File: src/rtl/mae_pkg.sv
package mae_pkg;

  typedef enum logic {
    ST_IDLE = 1'b0,
    ST_RUN  = 1'b1
  } mae_state_e;

endpackage

File: src/rtl/mae_ctrl.sv
module mae_ctrl
  import mae_pkg::*;
#(
  parameter int STEPS = 16
) (
  input  logic clk,
  input  logic rst_n,
  input  logic start,
  output logic idle,
  output logic load,
  output logic step,
  output logic done
);

  localparam int CW = (STEPS > 1) ? $clog2(STEPS) : 1;
  localparam logic [CW-1:0] LASTC = CW'(STEPS - 1);

  mae_state_e     state_q, state_d;
  logic [CW-1:0]  cnt_q, cnt_d;
  logic           done_q, done_d;

  always_comb begin
    state_d = state_q;
    cnt_d   = cnt_q;
    done_d  = 1'b0;
    unique case (state_q)
      ST_IDLE: begin
        if (start) begin
          state_d = ST_RUN;
          cnt_d   = '0;
        end
      end
      ST_RUN: begin
        if (cnt_q == LASTC) begin
          state_d = ST_IDLE;
          done_d  = 1'b1;
        end else begin
          cnt_d = cnt_q + 1'b1;
        end
      end
    endcase
  end

  always_ff @(posedge clk or negedge rst_n) begin
    if (!rst_n) begin
      state_q <= ST_IDLE;
      cnt_q   <= '0;
      done_q  <= 1'b0;
    end else begin
      state_q <= state_d;
      cnt_q   <= cnt_d;
      done_q  <= done_d;
    end
  end

  assign idle = (state_q == ST_IDLE);
  assign load = idle && start;
  assign step = (state_q == ST_RUN);
  assign done = done_q;


  done_pulse_chk: assert property (@(posedge clk) disable iff (!rst_n)
    done_q |=> !done_q);


  done_idle_chk: assert property (@(posedge clk) disable iff (!rst_n)
    done_q |-> (state_q == ST_IDLE));


  busy_ignore_chk: assert property (@(posedge clk) disable iff (!rst_n)
    (state_q == ST_RUN && cnt_q != LASTC) |=>
      (state_q == ST_RUN && cnt_q == $past(cnt_q) + 1'b1));

endmodule

File: src/rtl/mae_ppgen.sv
module mae_ppgen #(
  parameter int W2 = 128,
  parameter int K  = 4
) (
  input  logic [W2-1:0] mc,
  input  logic [K-1:0]  digit,
  output logic [W2-1:0] pp
);

  logic [W2-1:0] rows [K];

  for (genvar j = 0; j < K; j++) begin : g_row
    assign rows[j] = digit[j] ? (mc << j) : '0;
  end

  always_comb begin
    pp = '0;
    for (int j = 0; j < K; j++) begin
      pp = pp + rows[j];
    end
  end

endmodule

File: src/rtl/mae_datapath.sv
module mae_datapath #(
  parameter int W = 64,
  parameter int K = 4
) (
  input  logic         clk,
  input  logic         rst_n,
  input  logic         load,
  input  logic         step,
  input  logic [W-1:0] a,
  input  logic [W-1:0] b,
  input  logic [W-1:0] c,
  output logic [W-1:0] lo,
  output logic [W-1:0] hi
);

  localparam int W2 = 2 * W;

  logic [W2-1:0] acc_q, acc_d;
  logic [W2-1:0] mc_q, mc_d;
  logic [W-1:0]  mp_q, mp_d;
  logic [W2-1:0] pp;
  logic [W2:0]   sum_wide;
  logic          en;

  mae_ppgen #(.W2(W2), .K(K)) u_ppgen (
    .mc    (mc_q),
    .digit (mp_q[K-1:0]),
    .pp    (pp)
  );

  assign sum_wide = {1'b0, acc_q} + {1'b0, pp};
  assign en       = load || step;

  always_comb begin
    acc_d = acc_q;
    mc_d  = mc_q;
    mp_d  = mp_q;
    if (load) begin
      acc_d = {{W{1'b0}}, c};
      mc_d  = {{W{1'b0}}, a};
      mp_d  = b;
    end else if (step) begin
      acc_d = sum_wide[W2-1:0];
      mc_d  = mc_q << K;
      mp_d  = mp_q >> K;
    end
  end

  always_ff @(posedge clk or negedge rst_n) begin
    if (!rst_n) begin
      acc_q <= '0;
      mc_q  <= '0;
      mp_q  <= '0;
    end else if (en) begin
      acc_q <= acc_d;
      mc_q  <= mc_d;
      mp_q  <= mp_d;
    end
  end

  assign lo = acc_q[W-1:0];
  assign hi = acc_q[W2-1:W];


  zext_chk: assert property (@(posedge clk) disable iff (!rst_n)
    load |=> (acc_q[W2-1:W] == '0));


  no_overflow_chk: assert property (@(posedge clk) disable iff (!rst_n)
    step |-> !sum_wide[W2]);


  hold_chk: assert property (@(posedge clk) disable iff (!rst_n)
    (!load && !step) |=> $stable(acc_q));

endmodule

File: src/rtl/mae_unit.sv
module mae_unit #(
  parameter int W = 64,
  parameter int K = 4
) (
  input  logic         clk,
  input  logic         rst_n,
  input  logic         start,
  input  logic [W-1:0] op_a,
  input  logic [W-1:0] op_b,
  input  logic [W-1:0] op_c,
  output logic         idle,
  output logic         done,
  output logic [W-1:0] res_lo,
  output logic [W-1:0] res_hi
);

  localparam int STEPS = W / K;

  logic load, step;

  mae_ctrl #(.STEPS(STEPS)) u_ctrl (
    .clk   (clk),
    .rst_n (rst_n),
    .start (start),
    .idle  (idle),
    .load  (load),
    .step  (step),
    .done  (done)
  );

  mae_datapath #(.W(W), .K(K)) u_dp (
    .clk   (clk),
    .rst_n (rst_n),
    .load  (load),
    .step  (step),
    .a     (op_a),
    .b     (op_b),
    .c     (op_c),
    .lo    (res_lo),
    .hi    (res_hi)
  );

endmodule

File: config.mk
export PLATFORM = sky130hd
export DESIGN_NAME = mae_unit
export DESIGN_NICKNAME = d
export VERILOG_FILES = /design/src/rtl/mae_pkg.sv /design/src/rtl/mae_ctrl.sv /design/src/rtl/mae_ppgen.sv /design/src/rtl/mae_datapath.sv /design/src/rtl/mae_unit.sv
export SDC_FILE = /design/constraint.sdc
export NUM_CORES = 2
export LEC_CHECK = 0
export BUFFER_PORTS_ARGS = -buffer_cell sky130_fd_sc_hd__buf_2
export CAP_MARGIN = 20
export CORE_MARGIN = 2
export CORE_UTILIZATION = 30
export DETAILED_ROUTE_END_ITERATION = 16
export PLACE_DENSITY_LB_ADDON = 0.05
export RECOVER_POWER = 25
export SLEW_MARGIN = 20
export SYNTH_ARGS = -nofsm -noshare
export SYNTH_HDL_FRONTEND = slang
export SYNTH_SLANG_ARGS = --single-unit
export TNS_END_PERCENT = 1
File: constraint.sdc
create_clock -name clk -period 5.5 [get_ports clk]
set_clock_uncertainty 0.15 [all_clocks]
set_input_delay 0 -clock clk [delete_from_list [all_inputs] [get_ports clk]]
set_output_delay 0 -clock clk [all_outputs]
set_load 0.05 [all_outputs]
==> run metrics <==
status=finished, violations left; failing checks=capacitance limit, slew limit, setup timing; Core Area=116,000 sq um; Max Cap Viol=2; GRT Overall Usage=22.0%; Synth Cell Area=34,900 sq um; crit path DAT=6080 ps; min cycle time layout=5710 ps; DIE WIDTH=345 um; grt total ovfl=0; vias per cell=4.68; area growth from synthesis to layout=36.8%; Synth cell types=79; #FFs+latches synth=326; cell row count=125; Routed Antenna Nets=0; htree depth=2; ys async rst share=100%; initial antenna violation count=9; Pins Over Slew Limit=147; Initial Util=30.1%; Synth top cells by count=575 x inv_1, 522 x nand2_1, 488 x and2_1, 376 x fa_1, 341 x o21ai_0; layout cells sized above 1=23.6%; first-pass GRT wire length=204,000 um; root buffer cell=clkbuf_16; GP Congestion=0.877; Critical Path End Type=flop; clk_lat worst skew=640 ps; Vias=31,400; pin count of the biggest net entering global routing=171; final period utilization=104%; vias in the first global route=33,700; sequential share of the synthesized area=23.4%; hold_sp=op_a[63]; Clk pin slew, worst setup/hold paths=60 ps; cell count after synthesis=4,099; Main synth FF type=dfrtp_1; top-area cell type share of the netlist area=23.4%; Synth Warn #=0; clock sink count=326; nets=5,848; die area=119,000 sq um; syn_area_per_cell=8.52 sq um; DP Wirelength=102,000 um; r2r startpoint=u_dp.mp_q[2]; top post-synthesis cells by area=dfrtp_1 23%, fa_1 22%, and2_1 8.7%; Setup Viol. Count Final=33; DR pass1 iterations=5; CTS tree=done; hold crit path type=in2reg; most common cell in the netlist=inv_1; Syn Nets=4,798; CTS Buffer Depth=3; Fin. Hold Viols=0; Startpoint Class=flop; Remaining DRCs=0; fin worst setup slack=-210 ps; kind of critical path=reg2reg; Port-buffer cells=324; Synth area leader=dfrtp_1; first-iteration detailed-routing DRC count=1,512; Post-synth EDFFs=0; Critical Path Start=u_dp.mp_q[2]; worst-margin pin slew=3120 ps; clock buffer count from CTS=45; max_slew headroom=-108%; DIE HEIGHT=345 um; Setup WS pre-CTS=-575 ps; Total Wirelength=130,000 um; Critical Path RT=5870 ps; num ports=325; critical path peak fanout=6; RSZ-0062 raised after global routing=yes; wire per inst=19.3 um; max frequency=175 MHz
==> state kept, by name, summed over array words and instances, names as in the netlist <==
register and cells:
u_ctrl.cnt_q 4, u_ctrl.done 1, u_ctrl.step 1, u_dp.acc_q 128, u_dp.mc_q 128, u_dp.mp_q 64
==> cell families (layout without fill, tap and decap cells) <==
group           Yosys count  after routing  share of synthesized area, %
other cells               0              4                             0
flops                   326            326                          23.4
simple gates           1327           1327                          19.1
mux                     192            192                          5.50
compound gates          839            839                          14.4
fa+ha+maj               504            504                          26.1
buf+inv                 797           1881                          8.61
xor+xnor                114            114                          2.86
==> metal layers <==
layer	up-vias	global-route usage, %	share of wire [%]
met1	15400	30.0	47
li1	15300	-	-
met5	-	0	0.022
met4	6	5.84	2.5
met2	517	36.7	47
met3	121	2.70	3.5
==> layout by cell type, fill, tap and decap left out, drive strengths merged, types with 114 or more instances in the layout <==
master,count
buf,943
inv,576
nand2,522
and2,488
o21ai,389
fa,376
dfrtp,326
dlygate4sd3,243
mux2i,192
a21oi,186
ha,128
nor2,114
==> critical path, stage by stage (launching register included) <==
cell and delay, ps:
dfrtp_4 540, buf_4 160, and2_1 140, fa_1 470, fa_1 500, inv_1 50
fa_1 480, inv_1 40, ha_1 300, nand3_2 90, or2_4 240, a211o_1 300
buf_4 170, a21oi_4 220, o211ai_2 170, a31oi_4 230, a21oi_2 110, buf_12 140
o31ai_4 350, a211o_4 220, or4b_1 430, o311ai_1 90
==> metrics by stage <==
step	std cells	setup TNS, ps	utilization, %	instance area [sq um]	hold slack, ps
final	6711	-3330	41.2	47800	54.0
after global routing	6709	-15080	41.2	47800	39.6
after CTS	6703	-6240	40.9	47300	0.652
after detailed placement	6370	-18560	36.8	42600	-177
after global placement	6370	-19130	36.8	42600	-176
after floorplan	4099	0	-	35000	-446
==> worst paths after layout <==
check                                  endpoint  cells after the start  slack (ps)
worst max register to register  u_dp.acc_q[118]                     21        -210
max in group asynchronous        u_dp.mc_q[100]                      4        1290
worst min-delay path              u_dp.mc_q[63]                      4          50
worst max-delay path            u_dp.acc_q[118]                     21        -210
min in group asynchronous       u_dp.acc_q[102]                      4        1160
worst min register to register    u_dp.mp_q[22]                      2         320
==> repair_timing <==
item / CTS / global route
hold buffers: 244 / 0
resized for setup: 132 / 103
setup endpoints to repair: 71 / 79
setup buffers: 7 / 4
hold endpoints to repair: 528 / 0
cloned: 1 / 0
pin swaps: 33 / 41
==> area by class of cell <==
class / count / area [sq um]
Fill cell: 12100 / 68100
Multi-Input combinational cell: 2976 / 24800
Timing Repair Buffer: 1223 / 9120
Sequential cell: 326 / 8180
Inverter: 577 / 2170
Tap cell: 1524 / 1910
Clock buffer: 61 / 1290
Clock inverter: 20 / 272
Antenna cell: 4 / 10.0
Power is left out: the tool's default activity adds up to more than one toggle a clock period on the data nets, which glitch-free logic cannot reach.
